[config.mk]
export PLATFORM = sky130hd
export DESIGN_NAME = load_use_stall_unit
export DESIGN_NICKNAME = d
export VERILOG_FILES = /design/src/rtl/lus_pkg.sv /design/src/rtl/lus_stage_reg.sv /design/src/rtl/lus_hazard_detect.sv /design/src/rtl/lus_ctrl_gate.sv /design/src/rtl/load_use_stall_unit.sv
export SDC_FILE = /design/constraint.sdc
export NUM_CORES = 1
export LEC_CHECK = 0
export ABC_AREA = 1
export BUFFER_PORTS_ARGS = -buffer_cell sky130_fd_sc_hd__buf_2
export CELL_PAD_IN_SITES_DETAIL_PLACEMENT = 1
export CELL_PAD_IN_SITES_GLOBAL_PLACEMENT = 2
export CORE_MARGIN = 2
export CORE_UTILIZATION = 27
export DETAILED_ROUTE_END_ITERATION = 8
export GPL_TIMING_DRIVEN = 0
export HOLD_SLACK_MARGIN = 0.1
export PLACE_DENSITY_LB_ADDON = 0.1
export SYNTH_ARGS = -nofsm -noshare
export SYNTH_HDL_FRONTEND = slang
export SYNTH_SLANG_ARGS = --single-unit
[constraint.sdc]
create_clock -name clk -period 1.9 [get_ports clk]
set_clock_uncertainty 0.15 [all_clocks]
set_input_delay 0.38 -clock clk [delete_from_list [all_inputs] [get_ports clk]]
set_output_delay 0.38 -clock clk [all_outputs]
set_load 0.01 [all_outputs]
[src/rtl/lus_pkg.sv]
package lus_pkg;

  // Control bundle produced by the main decoder; MSB first.
  typedef struct packed {
    logic       reg_dst;
    logic [1:0] alu_op;
    logic       alu_src;
    logic       branch;
    logic       mem_read;
    logic       mem_write;
    logic       reg_write;
    logic       mem_to_reg;
  } ctrl_t;

  localparam int    CTRL_W   = $bits(ctrl_t);
  localparam int    MEMRD_BIT = 3;
  localparam ctrl_t CTRL_NOP = '0;

endpackage

[src/rtl/lus_stage_reg.sv]
module lus_stage_reg #(
  parameter int W = 8
) (
  input  logic         clk,
  input  logic         rst,
  input  logic         en,
  input  logic [W-1:0] d,
  output logic [W-1:0] q
);

  always_ff @(posedge clk) begin
    if (rst)     q <= '0;
    else if (en) q <= d;
  end

endmodule

[src/rtl/lus_hazard_detect.sv]
module lus_hazard_detect #(
  parameter int REG_W   = 5,
  parameter int NUM_SRC = 2
) (
  input  logic                          ex_mem_read,
  input  logic [REG_W-1:0]              ex_dst,
  input  logic [NUM_SRC-1:0][REG_W-1:0] id_src,
  output logic                          hazard
);

  logic [NUM_SRC-1:0] hit;

  // one comparator per source operand of the decode-stage instruction
  for (genvar g = 0; g < NUM_SRC; g++) begin : g_cmp
    assign hit[g] = (id_src[g] == ex_dst);
  end

  assign hazard = ex_mem_read & (|hit);

endmodule

[src/rtl/lus_ctrl_gate.sv]
module lus_ctrl_gate
  import lus_pkg::*;
(
  input  ctrl_t dec_ctrl,
  input  logic  squash,
  output ctrl_t gated_ctrl
);

  always_comb begin
    gated_ctrl = squash ? CTRL_NOP : dec_ctrl;
  end

endmodule

[src/rtl/load_use_stall_unit.sv]
module load_use_stall_unit
  import lus_pkg::*;
#(
  parameter int REG_W = 5
) (
  input  logic              clk,
  input  logic              rst,
  input  logic [REG_W-1:0]  fetch_rs,
  input  logic [REG_W-1:0]  fetch_rt,
  input  logic [CTRL_W-1:0] fetch_ctrl,
  output logic              pc_we,
  output logic              fd_we,
  output logic [CTRL_W-1:0] ex_ctrl,
  output logic [REG_W-1:0]  ex_rt
);

  localparam int NUM_SRC = 2;
  localparam int IFID_W  = CTRL_W + NUM_SRC * REG_W;
  localparam int IDEX_W  = CTRL_W + REG_W;

  logic [IFID_W-1:0] ifid_d, ifid_q;
  logic [IDEX_W-1:0] idex_d, idex_q;

  ctrl_t             id_ctrl;
  logic [REG_W-1:0]  id_rs, id_rt;
  ctrl_t             ex_ctrl_s;
  ctrl_t             gated_ctrl;
  logic [REG_W-1:0]  ex_rt_s;
  logic              stall;

  // fetch/decode register: frozen while a stall is active
  assign ifid_d = {fetch_ctrl, fetch_rs, fetch_rt};

  lus_stage_reg #(.W(IFID_W)) u_ifid (
    .clk (clk),
    .rst (rst),
    .en  (fd_we),
    .d   (ifid_d),
    .q   (ifid_q)
  );

  assign id_ctrl = ctrl_t'(ifid_q[IFID_W-1 -: CTRL_W]);
  assign id_rs   = ifid_q[2*REG_W-1 -: REG_W];
  assign id_rt   = ifid_q[REG_W-1:0];

  // compare the load destination in execute against both decode sources
  lus_hazard_detect #(.REG_W(REG_W), .NUM_SRC(NUM_SRC)) u_haz (
    .ex_mem_read (ex_ctrl_s.mem_read),
    .ex_dst      (ex_rt_s),
    .id_src      ({id_rs, id_rt}),
    .hazard      (stall)
  );

  assign pc_we = ~stall;
  assign fd_we = ~stall;

  // bubble insertion: zero every control field entering execute
  lus_ctrl_gate u_gate (
    .dec_ctrl   (id_ctrl),
    .squash     (stall),
    .gated_ctrl (gated_ctrl)
  );

  // decode/execute register: always advances so older work keeps moving
  assign idex_d = {gated_ctrl, id_rt};

  lus_stage_reg #(.W(IDEX_W)) u_idex (
    .clk (clk),
    .rst (rst),
    .en  (1'b1),
    .d   (idex_d),
    .q   (idex_q)
  );

  assign ex_ctrl_s = ctrl_t'(idex_q[IDEX_W-1 -: CTRL_W]);
  assign ex_rt_s   = idex_q[REG_W-1:0];

  assign ex_ctrl = ex_ctrl_s;
  assign ex_rt   = ex_rt_s;

endmodule

==> impl_metrics.yaml <==
finish:
  layout.cells.non_filler: 277
  layout_common_cells: "nand2_1 (38), buf_2 (34), nor2_1 (21), nand3_1 (21), dfxtp_1 (21)"
  layout_commonest_cell: "nand2_1"
  area_growth_pct: 35.9
  utilization: 0.375
  num_antenna_cells: 0
  fillers: 593
  drive_gt1_frac: 0.345
  final_cell_area_mm2: 0.00175
  fin_nets: 243
synthesis:
  muxShareOfSynthArea: 0
  syn-cell-area_mm2: 0.00129
  synth_cell_types: 14
  synthSimpleGateAreaFrac: 0.270
  synth-compound-area-share: 0.0739
  yosysSeqAreaShare: 0.514
  yosys_warnings: 0
  synth_nets: 194
  synthCells: 173
  synth_xor_area_frac: 0.0136
  synth_top_family_by_area: "simple AND/OR/NAND/NOR gates"
  avgSynthCellArea_um2: 7.43
  synth_seq_cells: 33
  synth-adder-area-share: 0
clock_tree:
  cts_tree: "built"
  cts_max_path_buffers: 2
  numCtsBuffers: 5
  clk_pin_slew_worst_paths_ns: 0.07
  htreeDepth: 2
  cts.sinks: 33
  clockRootBuffer: "clkbuf_8"
  clk_latency_ns: 0.28
pwr:
  power_frac_seq: 0.459
  p_comb_frac: 0.139
  p_int_w: 0.00123
  p_sw_w: 0.000419
  p_leak_nw: 0.866
  swShare: 0.254
  vdd_ir_drop_max_v: 0.000388
  clkPwrFrac: 0.402
  powerDensity_mw_per_mm2: 945
setup_path:
  critPathArrivalTime_ns: 1.44
  crit_path_end_kind: "output port"
  crit_path_max_fanout: 5
  start_kind: "flop"
  crit_required_ns: 1.37
  critical_path_class: "flop to output port"
placed_design:
  place_inst: 262
  dpl.hpwl_um: 2480
  place_ws_ns: -0.0584
  place_area_mm2: 0.00153
  gp_routability_congestion: 0.700
  portBuffers: 35
sta:
  fin_crit_sh: 1.03
  slew_headroom: 0.631
  hold_violations: 0
  setup_violations: 1
  fmax_mhz: 509
  worstMarginPinSlew_ns: 0.554
  timing.final.crit_period_ns: 1.97
  rsz0062_at_grt: "yes"
  setup_ws_ns: -0.0654
  drv_slew: 0
grt:
  grt_overflow: 0
  grt_pass1_vias: 1273
  antenna_found_initial: 0
  track_usage: 0.144
  grt_max_degree: 13
  grt_first_pass_wirelength_um: 5690
floorplanning:
  dieArea_mm2: 0.00533
  rows: 25
  die_y_um: 73.0
  io_pins: 37
  start_util: 0.276
  core_area_mm2: 0.00466
  die_x_um: 73.0
drt:
  vias_per_cell: 4.48
  route.met3.wl_um: 176
  drt_first_pass_iters: 4
  wl_met1_um: 1430
  routed_wl_um: 3460
  drc: 0
  met2WireLength_um: 1800
  drt_iter0_markers: 25
  wl_per_cell_um: 12.5
  vias: 1242
  antenna_left: 0
  top_layer: "met4"
job:
  max-cap-violations: 0
outcome:
  status: "complete, but fails checks"
  violations: "setup timing"
min_path:
  hp-class: "primary input to flop"
cell usage after synthesis:
master	number	area [um2]
nand2_1	41	154
dfxtp_1	33	661
inv_1	23	86.3
nor2_1	22	82.6
nand3_1	21	105
a21oi_1	19	95.1
clkbuf_1	4	15.0
buf_2	2	10.0
buf_4	2	15.0
xnor2_1	2	17.5
buf_12	1	20.0
buf_6	1	11.3
clkbuf_4	1	7.51
nand2_2	1	6.26
cell families after synthesis:
| group | after synthesis |
|---|---|
| compound gates | 19 |
| xor+xnor | 2 |
| buf+inv | 34 |
| flops | 33 |
| simple gates | 85 |
area by class of cell:
type | count | area [um2] | share of cell area
inverter | 23 | 86.3 | 0.0494
multi-input combinational | 106 | 475 | 0.272
clock inverter | 3 | 46.3 | 0.0265
timing repair buffer | 43 | 248 | 0.142
buffer | 10 | 77.6 | 0.0444
sequential | 33 | 678 | 0.388
tap | 54 | 67.6 | 0.0387
clock buffer | 5 | 68.8 | 0.0394
power groups by stage:
stage / clock (W) / sequential [W] / combinational (W)
finish: 0.000664 / 0.000758 / 0.000229
global route: 0.000729 / 0.000764 / 0.000257
global placement: 0 / 0.000770 / 0.000204
CTS: 0.000691 / 0.000758 / 0.000221
detailed placement: 0 / 0.000772 / 0.000210
floorplan: 0 / 0.000773 / 0.000132
state kept, by name, indices dropped and copies added, names as in the netlist:
| register | count |
|---|---|
| u_ifid.q | 19 |
| u_idex.q | 14 |
critical path, cell delays in order, from the launching register on:
cell and delay [ns]:
dfxtp_4 0.36, inv_1 0.04, nand2_1 0.05, nand2_1 0.05, nor2_1 0.12, nand3_1 0.10, nand2_2 0.12, nand2_4 0.08
buf_6 0.12, buf_6 0.11
metrics by stage:
stage	setup TNS, ns	total power [W]	hold WS, ns
finish	-0.0654	0.00165	0.183
global route	-0.278	0.00175	0.177
CTS	-0.245	0.00167	0.175
detailed placement	-0.0584	0.000982	0.280
global placement	-0.0183	0.000975	0.274
floorplan	0	0.000905	0.259
timing repair:
item	CTS	global route
hold buffers	0	0
buffers inserted	4	4
resized for setup	16	10
endpoints found under the setup margin	2	2
pin swaps	7	5
path summary, 6_finish.rpt:
| check | startpoint | slack [ns] | to | depth (start not counted) |
|---|---|---|---|---|
| hold reg to reg | u_ifid.q[13] | 0.28 | u_idex.q[8] | 2 |
| hold / removal | fetch_rs[4] | 0.18 | u_ifid.q[9] | 3 |
| setup / recovery | u_idex.q[0] | -0.07 | pc_we | 9 |
| setup reg to reg | u_idex.q[0] | 0.11 | u_ifid.q[1] | 12 |
layer usage:
metal,up-vias,GRT usage
li1,628,-
met3,5,0.0470
met1,586,0.160
met4,0,0.0617
met5,-,0
met2,23,0.248
(Power assumes the default switching activity.)
